### src/rtl/flash_ctl_pkg.sv
package flash_ctl_pkg;
  localparam logic [2:0] SEL_PAGE = 3'd0;
  localparam logic [2:0] SEL_ROW  = 3'd1;
  localparam logic [2:0] SEL_COL  = 3'd2;
  localparam logic [2:0] SEL_DATA = 3'd3;
  localparam logic [2:0] SEL_CTRL = 3'd4;
  localparam logic [2:0] SEL_STAT = 3'd5;

  typedef enum logic [1:0] {
    OP_IDLE = 2'd0,
    OP_MASS = 2'd1,
    OP_PAGE = 2'd2,
    OP_ROW  = 2'd3
  } flash_op_e;
endpackage

### src/rtl/flash_addr_ctr.sv
module flash_addr_ctr #(
  parameter int PAGE_W = 7,
  parameter int ROW_W  = 3,
  parameter int COL_W  = 8
) (
  input  logic              clk,
  input  logic              rst_n,
  input  logic              wr_page,
  input  logic              wr_row,
  input  logic              wr_col,
  input  logic [7:0]        wdata,
  input  logic              step,
  output logic [PAGE_W-1:0] page,
  output logic [ROW_W-1:0]  row,
  output logic [COL_W-1:0]  col,
  output logic              info
);
  localparam int ADDR_W = PAGE_W + ROW_W + COL_W;

  logic [ADDR_W-1:0] addr_q, addr_n;
  logic              info_q, info_n;
  logic [ADDR_W-1:0] addr_inc;

  assign addr_inc = addr_q + ADDR_W'(1);

  always_comb begin
    addr_n = addr_q;
    info_n = info_q;
    if (step) begin
      addr_n = addr_inc;
    end else if (wr_page) begin
      addr_n[ADDR_W-1 -: PAGE_W] = wdata[PAGE_W-1:0];
      info_n = wdata[7];
    end else if (wr_row) begin
      addr_n[COL_W +: ROW_W] = wdata[ROW_W-1:0];
    end else if (wr_col) begin
      addr_n[COL_W-1:0] = wdata[COL_W-1:0];
    end
  end

  always_ff @(posedge clk or negedge rst_n) begin
    if (!rst_n) begin
      addr_q <= '0;
      info_q <= 1'b0;
    end else begin
      addr_q <= addr_n;
      info_q <= info_n;
    end
  end

  assign page = addr_q[ADDR_W-1 -: PAGE_W];
  assign row  = addr_q[COL_W +: ROW_W];
  assign col  = addr_q[COL_W-1:0];
  assign info = info_q;

  AST_STEP_INCREMENTS: assert property (@(posedge clk) disable iff (!rst_n)
    step |=> addr_q == $past(addr_q) + ADDR_W'(1)) else $error("step");
  AST_STEP_KEEPS_INFO: assert property (@(posedge clk) disable iff (!rst_n)
    step |=> $stable(info_q)) else $error("info");
endmodule

### src/rtl/flash_op_seq.sv
module flash_op_seq
  import flash_ctl_pkg::*;
#(
  parameter int PAGE_W   = 7,
  parameter int MASS_CYC = 10_000_000,
  parameter int PAGE_CYC = 500_000,
  parameter int ROW_TMO  = 5_000
) (
  input  logic              clk,
  input  logic              rst_n,
  input  logic              cmd_wr,
  input  logic [2:0]        cmd,
  input  logic              info_in,
  input  logic [PAGE_W-1:0] page_in,
  input  logic              row_done,
  output logic              busy,
  output flash_op_e         op,
  output logic              timeout,
  output logic              er_mass,
  output logic              er_page,
  output logic              er_info,
  output logic [PAGE_W-1:0] er_pg
);
  localparam int MAX_AB = (MASS_CYC > PAGE_CYC) ? MASS_CYC : PAGE_CYC;
  localparam int MAX_C  = (MAX_AB > ROW_TMO) ? MAX_AB : ROW_TMO;
  localparam int CNT_W  = $clog2(MAX_C + 1);

  flash_op_e         op_q, op_n;
  logic              busy_q, busy_n;
  logic              tmo_q, tmo_n;
  logic              info_q, info_n;
  logic [PAGE_W-1:0] pg_q, pg_n;
  logic [CNT_W-1:0]  cnt_q, cnt_n;
  logic              at_end;

  assign at_end = busy_q && (cnt_q == '0);

  always_comb begin
    op_n   = op_q;
    busy_n = busy_q;
    tmo_n  = tmo_q;
    info_n = info_q;
    pg_n   = pg_q;
    cnt_n  = cnt_q;
    if (busy_q) begin
      if (op_q == OP_ROW && row_done) begin
        busy_n = 1'b0;
        op_n   = OP_IDLE;
      end else if (cnt_q == '0) begin
        busy_n = 1'b0;
        op_n   = OP_IDLE;
        tmo_n  = (op_q == OP_ROW);
      end else begin
        cnt_n = cnt_q - CNT_W'(1);
      end
    end else if (cmd_wr && (cmd != 3'b000)) begin
      busy_n = 1'b1;
      tmo_n  = 1'b0;
      info_n = info_in;
      pg_n   = page_in;
      if (cmd[0]) begin
        op_n  = OP_MASS;
        cnt_n = CNT_W'(MASS_CYC - 1);
      end else if (cmd[1]) begin
        op_n  = OP_PAGE;
        cnt_n = CNT_W'(PAGE_CYC - 1);
      end else begin
        op_n  = OP_ROW;
        cnt_n = CNT_W'(ROW_TMO - 1);
      end
    end
  end

  always_ff @(posedge clk or negedge rst_n) begin
    if (!rst_n) begin
      op_q   <= OP_IDLE;
      busy_q <= 1'b0;
      tmo_q  <= 1'b0;
      info_q <= 1'b0;
      pg_q   <= '0;
      cnt_q  <= '0;
    end else begin
      op_q   <= op_n;
      busy_q <= busy_n;
      tmo_q  <= tmo_n;
      info_q <= info_n;
      pg_q   <= pg_n;
      cnt_q  <= cnt_n;
    end
  end

  assign busy    = busy_q;
  assign op      = op_q;
  assign timeout = tmo_q;
  assign er_mass = at_end && (op_q == OP_MASS);
  assign er_page = at_end && (op_q == OP_PAGE);
  assign er_info = info_q;
  assign er_pg   = pg_q;

  AST_ERASE_SELF_CLEAR: assert property (@(posedge clk) disable iff (!rst_n)
    (er_mass || er_page) |=> !busy_q && op_q == OP_IDLE) else $error("clear");
  AST_CMD_IGNORED_BUSY: assert property (@(posedge clk) disable iff (!rst_n)
    (busy_q && cnt_q != '0 && !(op_q == OP_ROW && row_done)) |=> busy_q && op_q == $past(op_q)) else $error("busy");
  AST_TMO_ONLY_ROW: assert property (@(posedge clk) disable iff (!rst_n)
    $rose(tmo_q) |-> $past(op_q) == OP_ROW) else $error("tmo");
  AST_ROW_DONE_NO_TMO: assert property (@(posedge clk) disable iff (!rst_n)
    (busy_q && op_q == OP_ROW && row_done) |=> !tmo_q && !busy_q) else $error("done");
endmodule

### src/rtl/flash_ctl_regif.sv
module flash_ctl_regif
  import flash_ctl_pkg::*;
#(
  parameter int MASS_CYC = 10_000_000,
  parameter int PAGE_CYC = 500_000,
  parameter int ROW_TMO  = 5_000
) (
  input  logic        clk,
  input  logic        rst_n,
  input  logic [2:0]  reg_sel,
  input  logic        reg_wr,
  input  logic        reg_rd,
  input  logic [7:0]  reg_wdata,
  output logic [7:0]  reg_rdata,
  input  logic        mem_req,
  input  logic        mem_we,
  input  logic        mem_flash,
  output logic        cpu_wait,
  output logic [17:0] fl_addr,
  output logic        fl_info,
  output logic        fl_rd,
  output logic        fl_wr,
  output logic [7:0]  fl_wdata,
  input  logic [7:0]  fl_rdata,
  output logic        fl_erase_mass,
  output logic        fl_erase_page,
  output logic        fl_erase_info,
  output logic [6:0]  fl_erase_pg
);
  localparam int PAGE_W = 7;
  localparam int ROW_W  = 3;
  localparam int COL_W  = 8;

  logic [1:0] rst_sync_q;
  logic       rst_i_n;

  always_ff @(posedge clk or negedge rst_n) begin
    if (!rst_n) rst_sync_q <= 2'b00;
    else        rst_sync_q <= {rst_sync_q[0], 1'b1};
  end
  assign rst_i_n = rst_sync_q[1];

  logic [PAGE_W-1:0] page;
  logic [ROW_W-1:0]  row;
  logic [COL_W-1:0]  col;
  logic              info;
  logic              busy, timeout;
  flash_op_e         op;
  logic              data_rd, data_wr, fl_win_rd, fl_win_wr;
  logic              erase_run, row_run;
  logic              acc_ok, step, row_done;

  assign data_rd   = reg_rd && (reg_sel == SEL_DATA);
  assign data_wr   = reg_wr && (reg_sel == SEL_DATA);
  assign fl_win_rd = mem_req && mem_flash && !mem_we;
  assign fl_win_wr = mem_req && mem_flash && mem_we;
  assign erase_run = busy && (op == OP_MASS || op == OP_PAGE);
  assign row_run   = busy && (op == OP_ROW);

  always_comb begin
    cpu_wait = 1'b0;
    if (erase_run)    cpu_wait = data_rd || data_wr || fl_win_rd || fl_win_wr;
    else if (row_run) cpu_wait = data_rd || fl_win_rd;
  end

  assign acc_ok   = !cpu_wait;
  assign step     = acc_ok && (data_rd || data_wr);
  assign fl_wr    = acc_ok && data_wr && row_run;
  assign fl_rd    = acc_ok && data_rd;
  assign row_done = fl_wr && (col == {COL_W{1'b1}});

  flash_addr_ctr #(.PAGE_W(PAGE_W), .ROW_W(ROW_W), .COL_W(COL_W)) u_addr (
    .clk     (clk),
    .rst_n   (rst_i_n),
    .wr_page (acc_ok && reg_wr && reg_sel == SEL_PAGE),
    .wr_row  (acc_ok && reg_wr && reg_sel == SEL_ROW),
    .wr_col  (acc_ok && reg_wr && reg_sel == SEL_COL),
    .wdata   (reg_wdata),
    .step    (step),
    .page    (page),
    .row     (row),
    .col     (col),
    .info    (info)
  );

  flash_op_seq #(
    .PAGE_W   (PAGE_W),
    .MASS_CYC (MASS_CYC),
    .PAGE_CYC (PAGE_CYC),
    .ROW_TMO  (ROW_TMO)
  ) u_seq (
    .clk      (clk),
    .rst_n    (rst_i_n),
    .cmd_wr   (acc_ok && reg_wr && reg_sel == SEL_CTRL),
    .cmd      (reg_wdata[2:0]),
    .info_in  (info),
    .page_in  (page),
    .row_done (row_done),
    .busy     (busy),
    .op       (op),
    .timeout  (timeout),
    .er_mass  (fl_erase_mass),
    .er_page  (fl_erase_page),
    .er_info  (fl_erase_info),
    .er_pg    (fl_erase_pg)
  );

  assign fl_addr  = {page, row, col};
  assign fl_info  = info;
  assign fl_wdata = reg_wdata;

  always_comb begin
    reg_rdata = 8'h00;
    case (reg_sel)
      SEL_PAGE: reg_rdata = {info, page};
      SEL_ROW:  reg_rdata = {{(8-ROW_W){1'b0}}, row};
      SEL_COL:  reg_rdata = col;
      SEL_DATA: reg_rdata = fl_rdata;
      SEL_CTRL: reg_rdata = {5'b0, op == OP_ROW && busy, op == OP_PAGE && busy, op == OP_MASS && busy};
      SEL_STAT: reg_rdata = {6'b0, timeout, busy};
      default:  reg_rdata = 8'h00;
    endcase
  end

  AST_WAIT_ONLY_BUSY: assert property (@(posedge clk) disable iff (!rst_i_n)
    cpu_wait |-> busy) else $error("wait");
  AST_NO_STEP_ON_WAIT: assert property (@(posedge clk) disable iff (!rst_i_n)
    cpu_wait |=> $stable(fl_addr) && $stable(fl_info)) else $error("stall");
  AST_NONFLASH_NO_WAIT: assert property (@(posedge clk) disable iff (!rst_i_n)
    (mem_req && !mem_flash && !reg_rd && !reg_wr) |-> !cpu_wait) else $error("nonflash");
  AST_ROW_WRITE_FLOWS: assert property (@(posedge clk) disable iff (!rst_i_n)
    (row_run && data_wr && !mem_req) |-> !cpu_wait && fl_wr) else $error("rowwr");
  AST_NO_PROG_IDLE: assert property (@(posedge clk) disable iff (!rst_i_n)
    fl_wr |-> busy && op == OP_ROW) else $error("prog");
endmodule

### config.mk
export PLATFORM = sky130hd
export DESIGN_NAME = flash_ctl_regif
export DESIGN_NICKNAME = d
export VERILOG_FILES = /design/src/rtl/flash_ctl_pkg.sv /design/src/rtl/flash_addr_ctr.sv /design/src/rtl/flash_op_seq.sv /design/src/rtl/flash_ctl_regif.sv
export SDC_FILE = /design/constraint.sdc
export NUM_CORES = 1
export LEC_CHECK = 0
export ABC_CLOCK_PERIOD_IN_PS = 1930
export BUFFER_PORTS_ARGS = -buffer_cell sky130_fd_sc_hd__buf_2
export CAP_MARGIN = 20
export CORE_MARGIN = 2
export CORE_UTILIZATION = 51
export DETAILED_ROUTE_END_ITERATION = 8
export PLACE_DENSITY = 0.83
export SYNTH_ARGS = -nofsm -noshare
export SYNTH_HDL_FRONTEND = slang
export SYNTH_HIERARCHICAL = 1
export SYNTH_SLANG_ARGS = --single-unit
export TNS_END_PERCENT = 5
### constraint.sdc
create_clock -name clk -period 1.93 [get_ports clk]
set_clock_uncertainty 0.2 [all_clocks]
set_input_delay 0.0965 -clock clk [delete_from_list [all_inputs] [get_ports clk]]
set_output_delay 0.0965 -clock clk [all_outputs]
set_load 0.02 [all_outputs]
* Word-level counts from Yosys, hierarchy flattened
Cells that the tools add are included.
Widths: inputs -> output; s select.
** Cells by class
- Multiply operators :: 0
- Reduce and logical (&&, ||, !) cells :: 45
- Multiplexer cells :: 29
- Shift-type cells :: 0
- Eq/ne operators :: 15
- Divide/modulo/power cells :: 0
- Add/sub/neg operators :: 2
- Bitwise gates (word level) :: 2
- Order comparisons :: 0
** Operators by type and width (number)
- $mux 24 :: 5
- $pmux 8 s6 :: 1
- $logic_and 1x1->1 :: 24
- $logic_not 24->1 :: 1
- $sub 24x1->24 const B :: 1
- $mux 19 :: 1
- $add 18x1->18 const B :: 1
- $mux 18 :: 1
- $mux 8 :: 2
- $mux 1 :: 11
- $mux 11 :: 1
- $mux 2 :: 5
- $ne 2x2->1 const B :: 5
- $reduce_and 3->1 :: 3
- $eq 8x8->1 const B :: 1
- $reduce_and 2->1 :: 4
- $reduce_bool 2->1 :: 4
- $mux 7 :: 1
- $eq 3x2->1 const B :: 2
- $eq 3x3->1 const B :: 2
- $logic_or 1x1->1 :: 5
- $eq 2x2->1 const B :: 2
- $eq 3x1->1 const B :: 1
- $logic_not 3->1 :: 1
- other kinds (6) :: 8
** Storage, ports and cells
- Memories kept :: 0
- Output and inout port bits :: 48
- Latch bits :: 0
- ROM bits :: 0
- Bits in writable memories :: 0
- Bits in registers :: 57

* Logic depth before layout (Yosys ltp)
Gate-level depths: netlist of run 1.
- Depth in word-level cells :: 13
- Depth in mapped cells :: 10

* By module
Netlist of run 1, hierarchy kept.
** By module, submodules not included
- flash_op_seq :: cells each 218, seq. area each 900.9 um^2, instances 1, area each 2016.9 um^2
- flash_addr_ctr :: cells each 132, seq. area each 475.5 um^2, instances 1, area each 1237.4 um^2
- flash_ctl_regif :: cells each 88, seq. area each 50.0 um^2, instances 1, area each 656.9 um^2

* Worst setup path before layout of run 1
OpenSTA, ideal clock, no wires.
- Kind :: reg-to-reg
- Start :: register u_seq.op_q[0], in the netlist u_seq/op[0]
- End :: register u_addr.addr_q[6]
- Data required time :: 1.607 ns
- Slack :: -0.877 ns
- Library setup time :: 0.123 ns
- Clock period less this slack :: 2.807 ns
- Data arrival time :: 2.484 ns
- Path buffers :: 1
- Stages on the path, launching flop included :: 10
- Cells stage by stage :: dfrtp_1 -> inv_1 -> ha_1 -> a21oi_2 -> nor4b_1 -> nor3b_4 -> or2_1 -> buf_2 -> a21boi_1 -> o221a_1
** Between the ends
- Cells in the longest elaborated chain, start to end :: 9
- Elaborated cells on any way between the ends :: 19
- Classes of those cells :: eq/ne (5); mux (3); reduce/logical (11)
** Ends and longest elaborated chain
- start, declared :: RTL line flash_op_seq.sv:28 : flash_op_e op_q, op_n;
- start signal, assigned :: RTL line flash_op_seq.sv:83 : op_q <= op_n;
- $eq 2x2->1, or another cell as far along :: RTL line flash_ctl_regif.sv:58 : assign row_run = busy && (op == OP_ROW);
- $logic_and 1x1->1 / $logic_or 1x1->1 (equally long branches) :: RTL line flash_ctl_regif.sv:58, flash_ctl_regif.sv:57
- $mux 1 / $logic_and 1x1->1 (equally long branches) :: RTL line flash_ctl_regif.sv:63, flash_ctl_regif.sv:57
- $mux 1 * :: RTL line flash_ctl_regif.sv:62 : if (erase_run) cpu_wait = data_rd || data_wr || fl_win_rd || fl_win_wr;
- $logic_not 1->1 * :: RTL line flash_ctl_regif.sv:66 : assign acc_ok = !cpu_wait;
- $logic_and 1x1->1 :: RTL line flash_ctl_regif.sv:75, flash_ctl_regif.sv:76, flash_ctl_regif.sv:77
- $logic_and 1x1->1 (on tied branches) :: RTL line flash_ctl_regif.sv:75, flash_ctl_regif.sv:76, flash_ctl_regif.sv:77
- $ne 2x2->1 (no line) / $reduce_bool 2->1 (equally long branches)
- $reduce_and 3->1 (no line)
- end signal, assigned :: RTL line flash_addr_ctr.sv:46 : addr_q <= addr_n;
- end, declared :: RTL line flash_addr_ctr.sv:20 : logic [ADDR_W-1:0] addr_q, addr_n;
Mark *: on every way between the ends. The rest lies on a longest branch, timed or not.
A chain may end at the register's enable or synchronous reset.

* Worst setup path in the final report of run 1
- Start :: register u_seq.op_q[1], in the netlist u_seq/op[1]
- End :: register u_seq.cnt_q[22]
** Between the ends
- Cells in the longest elaborated chain, start to end :: 11
- Elaborated cells on any way between the ends :: 19
- Classes of those cells :: eq/ne (4); mux (2); reduce/logical (13)
** Ends and longest elaborated chain
- $eq 2x2->1, or another cell as far along :: RTL line flash_ctl_regif.sv:58
- $logic_and 1x1->1 / $logic_or 1x1->1 (equally long branches) :: RTL line flash_ctl_regif.sv:58, flash_ctl_regif.sv:57
- $mux 1 / $logic_and 1x1->1 (equally long branches) :: RTL line flash_ctl_regif.sv:63, flash_ctl_regif.sv:57
- $mux 1 :: RTL line flash_ctl_regif.sv:62
- $logic_not 1->1 :: RTL line flash_ctl_regif.sv:66
- $logic_and 1x1->1 :: RTL line flash_ctl_regif.sv:68 : assign fl_wr = acc_ok && data_wr && row_run;
- $logic_and 1x1->1 * :: RTL line flash_ctl_regif.sv:68
- $logic_and 1x1->1 * :: RTL line flash_ctl_regif.sv:70 : assign row_done = fl_wr && (col == {COL_W{1'b1}});
- via row_done :: RTL line flash_ctl_regif.sv:51 : logic acc_ok, step, row_done;
- $logic_and 1x1->1 * :: RTL line flash_op_seq.sv:46 : if (op_q == OP_ROW && row_done) begin
- $ne 2x2->1 (no line) *
- $reduce_and 3->1 (no line) *
- end signal, assigned :: RTL line flash_op_seq.sv:88 : cnt_q <= cnt_n;
- end, declared :: RTL line flash_op_seq.sv:33 : logic [CNT_W-1:0] cnt_q, cnt_n;
Mark *: on every way through the listed nets, which the timed path passes. The rest lies on a longest branch.

==> impl_metrics.py, run 1 <==
metrics = {
    "status": {
        "status": "finished with violations",
        "violations": "negative setup slack",
    },
    "critical_path": {
        "cp.buffers_inverters": 1,
        "crit_path_max_incr_delay_ps": 460,
        "cpLargestDelayFamily": "compound AO/OA/AOI/OAI gates",
        "critPathMostFrequentCell": "a21oi_2",
        "crit_path_max_fanout": 7,
        "cp-start-kind": "flip-flop",
        "crit_required_ps": 1950,
        "cp_data_arrival_time_ps": 2600,
        "crit_chain": "ha_4 -> nand2b_4 -> a21oi_4 -> nor4b_4 -> a21oi_2 -> o21ai_4 -> buf_4 -> o31ai_1 -> a21oi_2",
        "end_kind": "flip-flop",
        "slowest_stage": "dfrtp_2",
        "worstSetupPathType": "reg2reg",
    },
    "timing": {
        "tns_ps": -30990,
        "rsz0062_at_grt": "true",
        "min_period_ps": 2585,
        "final_hold_viol_count": 0,
        "layout_worst_path_cycle_share_pct": 133.9,
        "fmax_ghz": 0.3869,
        "finalMaxSlewViolations": 0,
        "finalSetupViolCount": 62,
        "setup_slack_ps": -654.7,
    },
    "floorplanning": {
        "io_pins": 74,
        "core_um2": 7331,
        "die-area_um2": 8386,
        "start_util_pct": 53.35,
        "fp.dieW_um": 91.58,
        "die_y_um": 91.58,
        "num_rows": 31,
    },
    "drt": {
        "detail_route.wl_per_cell_um": 22.65,
        "drc_errors": 0,
        "avgViaCountPerCell": 6.807,
        "vias": 4976,
        "drt-initial-drc-count": 862,
        "wl_um": 16550,
        "firstDrtPassIters": 6,
        "final_antenna_net_count": 0,
    },
    "synthesis": {
        "avgSynthCellArea_um2": 8.930,
        "yosysUniqueCellTypes": 85,
        "syn_area_um2": 3911,
        "synth-seq-cells": 57,
        "syn_nets": 470,
        "yosys_warnings": 6,
        "synth_edf_count": 0,
        "synth_ff_type": "dfrtp_1",
        "synth_cells": 438,
        "ys_async_sr_fraction_pct": 100.0,
        "synth_seq_area_share_pct": 36.47,
    },
    "grt": {
        "grt_pass1_wl_um": 23090,
        "grt_overflow": 0,
        "antenna_found_initial": 0,
        "grt_pass1_vias": 4629,
        "grt_usage_pct": 34.72,
        "grt_start_max_net_pins": 47,
    },
    "clock_network": {
        "clkLatencyLatePin_ps": 350,
        "cts_buffers": 9,
        "clockRootBuffer": "clkbuf_8",
        "clk_pin_slew_worst_paths_ps": 80,
        "clock-sinks": 57,
        "htree_levels": 3,
        "cts_tree": "built",
        "clock_path_buffers": 2,
    },
    "final_layout": {
        "synthToLayoutAreaGrowth_pct": 53.68,
        "final_net_count": 660,
        "final_common_cell": "buf_4",
        "utilization_pct": 81.99,
        "stdcell_area_um2": 6011,
        "final_cell_mix": "110 x buf_4, 69 x buf_2, 54 x dfrtp_1, 51 x nand2_1, 28 x nor2_1",
        "antenna_cells": 0,
        "stdcell_count": 731,
        "drive_gt1_share_pct": 48.10,
    },
    "pwr": {
        "p_leak_nw": 2.644,
        "ir_drop_mv": 0.7736,
        "p_per_area_nw_per_um2": 1369,
    },
    "placed_design": {
        "post-dp-hpwl_um": 9237,
        "dp.cells": 692,
        "place.gp.congestion": 0.9038,
        "placed_cell_area_um2": 5229,
        "port_buffers": 73,
    },
    "run": {
        "cap_violations": 0,
    },
    "hold_path": {
        "hold_path_class": "reg2async",
    },
}
==> flip-flops by register name, summed over array words and instances (netlist names) <==
name and count:
u_seq/cnt_q 24, u_addr/addr_q 18, u_seq/er_pg 7, rst_sync_q 2
u_seq/op 2, u_addr/info 1, u_seq/busy 1, u_seq/er_info 1
u_seq/timeout 1
==> synthesized netlist by cell type (all sizes together), types with 3 or more instances <==
cell     count  share of area (%)
a211oi      12                2.3
a21oi       18                2.4
a22oi       10                1.9
a2bb2oi      5                1.1
a31oi       13                2.1
and2         6               0.96
and3         3               0.48
and4         3               0.70
buf         21                3.6
clkbuf       8               0.77
dfrtp       57                 36
ha           6                1.9
inv         19                1.8
mux2         7                2.1
mux2i        5                1.3
nand2       54                5.2
nand2b       4               0.64
nand3       12                1.7
nand4       10                2.5
nor2        34                3.7
nor2b        8                1.3
nor3        18                2.4
nor3b        7                1.6
nor4         7                2.1
nor4b        4                1.2
o211ai       5                1.1
o21a         4               0.77
o21ai       14                1.9
o22a         6                1.4
o22ai        6               0.96
o311ai       4               0.90
o31ai        4               0.90
or3          4               0.77
or4          3               0.67
xnor2        3               0.67
==> area by class of cell <==
cell class,count,area (um^2)
well taps,99,123.9
inverters,19,71.32
clock inverters,3,65.06
fillers,368,1320
clock buffers,12,155.1
repair buffers,208,1538
flip-flops and latches,57,1430
multi-input cells,333,2628
==> kinds of logic after synthesis <==
kind of cell    synth area share, %
xor+xnor                     0.6719
mux                           3.391
simple gates                  27.80
buf+inv                       6.142
flops                         36.47
other cells                 0.09588
compound gates                23.51
fa+ha+maj                     1.919
==> routing by layer <==
metal	up-vias	wire length (um)	GRT usage, %
met4	0	1107	16.67
met3	138	2034	7.801
li1	2030	-	-
met2	518	7706	58.03
met5	-	0	0
met1	2290	5707	42.18
==> through the flow <==
| stage | hold slack [ps] | total power [mW] | setup WS, ps |
|---|---|---|---|
| global placement | -317.9 | 5.849 | -425.1 |
| CTS | 18.43 | 7.539 | -494.3 |
| floorplan | -399.1 | 4.297 | -433.5 |
| finish | 66.02 | 8.226 | -654.7 |
| global route | 54.71 | 8.501 | -690.7 |
| detailed placement | -317.1 | 6.025 | -559.0 |
==> repair_timing <==
action | CTS | global route
endpoints found under the setup margin | 61 | 62
hold endpoints to repair | 25 | 0
pin swaps | 24 | 22
buffers inserted | 8 | 6
gates resized for setup | 38 | 40
hold buffers | 10 | 0
==> path summary, 6_finish.rpt <==
path,slack [ps],from,depth (start not counted),end
worst max-delay path,-650,u_seq/op[1],9,u_seq/cnt_q[22]
worst min-delay path,70,rst_sync_q[1],1,u_addr/addr_q[13]
worst max register to register,-650,u_seq/op[1],9,u_seq/cnt_q[22]
worst min register to register,70,rst_sync_q[1],1,u_addr/addr_q[13]
max in group asynchronous,660,rst_sync_q[1],1,u_seq/cnt_q[10]
min in group clk,70,reg_wdata[0],4,u_seq/cnt_q[20]
==> power breakdown <==
| group | internal [mW] | leakage [nW] | switching [mW] |
|---|---|---|---|
| registers | 1.66 | 0.673 | 0.563 |
| logic | 2.03 | 1.86 | 2.65 |
| clock network | 0.790 | 0.112 | 0.531 |
Note: power is estimated with default switching activity, not from simulation.
==> run 2, diff against run 1 <==
--- a/config.mk
+++ b/config.mk
@@ -11,7 +11,7 @@
 export CORE_MARGIN = 2
 export CORE_UTILIZATION = 51
 export DETAILED_ROUTE_END_ITERATION = 8
-export PLACE_DENSITY = 0.83
+export PLACE_DENSITY = 0.76
 export SYNTH_ARGS = -nofsm -noshare
 export SYNTH_HDL_FRONTEND = slang
 export SYNTH_HIERARCHICAL = 1
==> impl_metrics.py, run 2 (same netlist as run 1, synthesis figures left out) <==
metrics = {
    "pwr": {
        "ir_drop_mv": 0.7589,
        "p_clk_share_pct": 17.9,
        "p_seq_share_pct": 27.6,
        "pwr-share-comb_pct": 54.5,
        "p_per_area_nw_per_um2": 1356,
        "power.internal_mw": 4.468,
        "netSwitchingPower_mw": 3.502,
        "swShare_pct": 43.94,
        "p_leak_nw": 2.568,
        "p_total_mw": 7.970,
    },
    "grt": {
        "grt_start_max_net_pins": 41,
        "grt_pass1_wl_um": 22500,
        "grt_usage_pct": 33.75,
        "antenna_found_initial": 0,
        "grt_overflow": 0,
        "grt_pass1_vias": 4375,
    },
    "timing": {
        "rsz0062_at_grt": "true",
        "hold_ws_ps": -6.799,
        "min_period_ps": 2632,
        "final_hold_viol_count": 7,
        "fmax_ghz": 0.3799,
        "layout_worst_path_cycle_share_pct": 136.4,
        "tns_ps": -25490,
        "setup_slack_ps": -702.5,
        "finalSetupViolCount": 62,
        "finalMaxSlewViolations": 0,
    },
    "placed_design": {
        "dp.cells": 684,
        "post-dp-hpwl_um": 8892,
        "port_buffers": 73,
        "place.gp.congestion": 0.9457,
    },
    "clock_network": {
        "cts_buffers": 9,
        "cts_tree": "built",
        "htree_levels": 3,
        "clkLatencyLatePin_ps": 350,
        "clockRootBuffer": "clkbuf_8",
        "clock_path_buffers": 2,
        "clk_pin_slew_worst_paths_ps": 80,
        "clock-sinks": 57,
    },
    "drt": {
        "avgViaCountPerCell": 6.498,
        "vias": 4659,
        "final_antenna_net_count": 0,
        "firstDrtPassIters": 6,
        "detail_route.wl_per_cell_um": 20.10,
        "dr_wl_met3_um": 1325,
        "drt-initial-drc-count": 544,
        "route.met2.wl_um": 6847,
        "wl_um": 14410,
        "top_layer_used": "met4",
        "m1WireLength_um": 5600,
        "drc_errors": 0,
    },
    "floorplanning": {
        "num_rows": 31,
        "start_util_pct": 53.35,
        "core_um2": 7331,
        "fp.dieW_um": 91.58,
        "io_pins": 74,
        "die_y_um": 91.58,
        "die-area_um2": 8386,
    },
    "critical_path": {
        "crit_chain": "inv_2 -> ha_4 -> nor2b_4 -> o22ai_2 -> nor3_4 -> nand3_1 -> nor2_4 -> a211oi_1 -> a211oi_1",
        "end_kind": "flip-flop",
        "slowest_stage": "dfrtp_1",
        "critPathMostFrequentCell": "a211oi_1",
        "worstSetupPathType": "reg2reg",
        "crit_path_max_incr_delay_ps": 420,
        "cp_data_arrival_time_ps": 2650,
        "crit_required_ps": 1950,
        "crit_path_max_fanout": 6,
        "cp-start-kind": "flip-flop",
    },
    "status": {
        "status": "finished with violations",
        "violations": "negative hold slack, negative setup slack",
    },
    "hold_path": {
        "hold_path_class": "reg2async",
    },
    "final_layout": {
        "largest_reg_flops": 24,
        "drive_gt1_share_pct": 45.31,
        "final_cell_mix": "98 x buf_4, 70 x buf_2, 55 x dfrtp_1, 51 x nand2_1, 28 x nor2_1",
        "final_net_count": 645,
        "nFillCells": 421,
        "stdcell_count": 717,
        "antenna_cells": 0,
        "final_common_cell": "buf_4",
        "synthToLayoutAreaGrowth_pct": 50.32,
        "regMostFlops": "u_seq/cnt_q",
    },
    "run": {
        "cap_violations": 0,
    },
}
[run 2: cell count changes in the layout (fill, tap and decap cells not counted), sizes merged]
cell | before | now
buf | 198 | 183
clkbuf | 12 | 9
inv | 19 | 21
bufinv | 2 | 3
clkinv | 1 | 2
[run 2: what timing repair did]
action                                  4_1_cts  5_1_grt
endpoints found under the hold margin        19        0
endpoints found under the setup margin       62       63
hold buffers                                 10        0
setup buffers                                 7        0
pin swaps                                    19       15
resized for setup                            37       24
[run 2: layout make-up]
cell class	count	area [um^2]	share of cell area (%)
tap	99	123.9	2.107
multi-input combinational	333	2587	44.01
clock buffer	9	123.9	2.107
sequential	57	1429	24.30
inverter	19	71.32	1.213
timing repair buffer	193	1419	24.13
clock inverter	7	125.1	2.128
[run 2: metal layers]
| metal | vias to the layer above | global-route usage [%] |
|---|---|---|
| li1 | 1995 | - |
| met1 | 2259 | 43.69 |
| met2 | 329 | 53.80 |
| met3 | 76 | 6.805 |
| met4 | 0 | 16.29 |
| met5 | - | 0 |
[run 2: worst paths after layout]
path                               startpoint  slack, ps  depth (start not counted)                 to
worst max-delay path              u_seq/op[0]       -700                          9   u_addr/addr_q[8]
worst min-delay path            rst_sync_q[1]         -7                          0  u_addr/addr_q[14]
worst max register to register    u_seq/op[0]       -700                          9   u_addr/addr_q[8]
worst min register to register  rst_sync_q[1]         -7                          0  u_addr/addr_q[14]
max in group asynchronous       rst_sync_q[1]        970                          1        u_seq/op[1]
min in group clk                   reg_sel[1]        140                          5    u_seq/cnt_q[17]
[run 2: critical path: cells and delay by family, from the launching register on]
family	cells	cell delay (ps)
AO/OA/AOI/OAI	3	650
AND/OR/NAND/NOR	4	890
flip-flops	1	420
adder cells (fa/ha/maj)	1	290
buffers and inverters	1	60
[run 2: power groups by stage]
| stage | logic [mW] | clock network (mW) | registers (mW) |
|---|---|---|---|
| 2_1_floorplan | 1.74 | 0 | 2.55 |
| 3_3_place_gp | 3.73 | 0 | 2.12 |
| 3_5_place_dp | 3.83 | 0 | 2.14 |
| 4_1_cts | 4.07 | 1.45 | 2.17 |
| 5_1_grt | 4.62 | 1.49 | 2.25 |
| 6_report | 4.34 | 1.43 | 2.20 |
[run 2: through the flow]
step / hold WS (ps) / utilization (%) / setup slack, ps / cell area [um^2]
floorplan: -399.1 / - / -433.5 / 4029
global placement: -315.8 / 70.68 / -531.1 / 5181
detailed placement: -314.8 / 70.68 / -607.3 / 5181
CTS: 2.295 / 78.84 / -504.2 / 5779
global route: 22.46 / 80.20 / -711.7 / 5879
finish: -6.799 / 80.20 / -702.5 / 5879
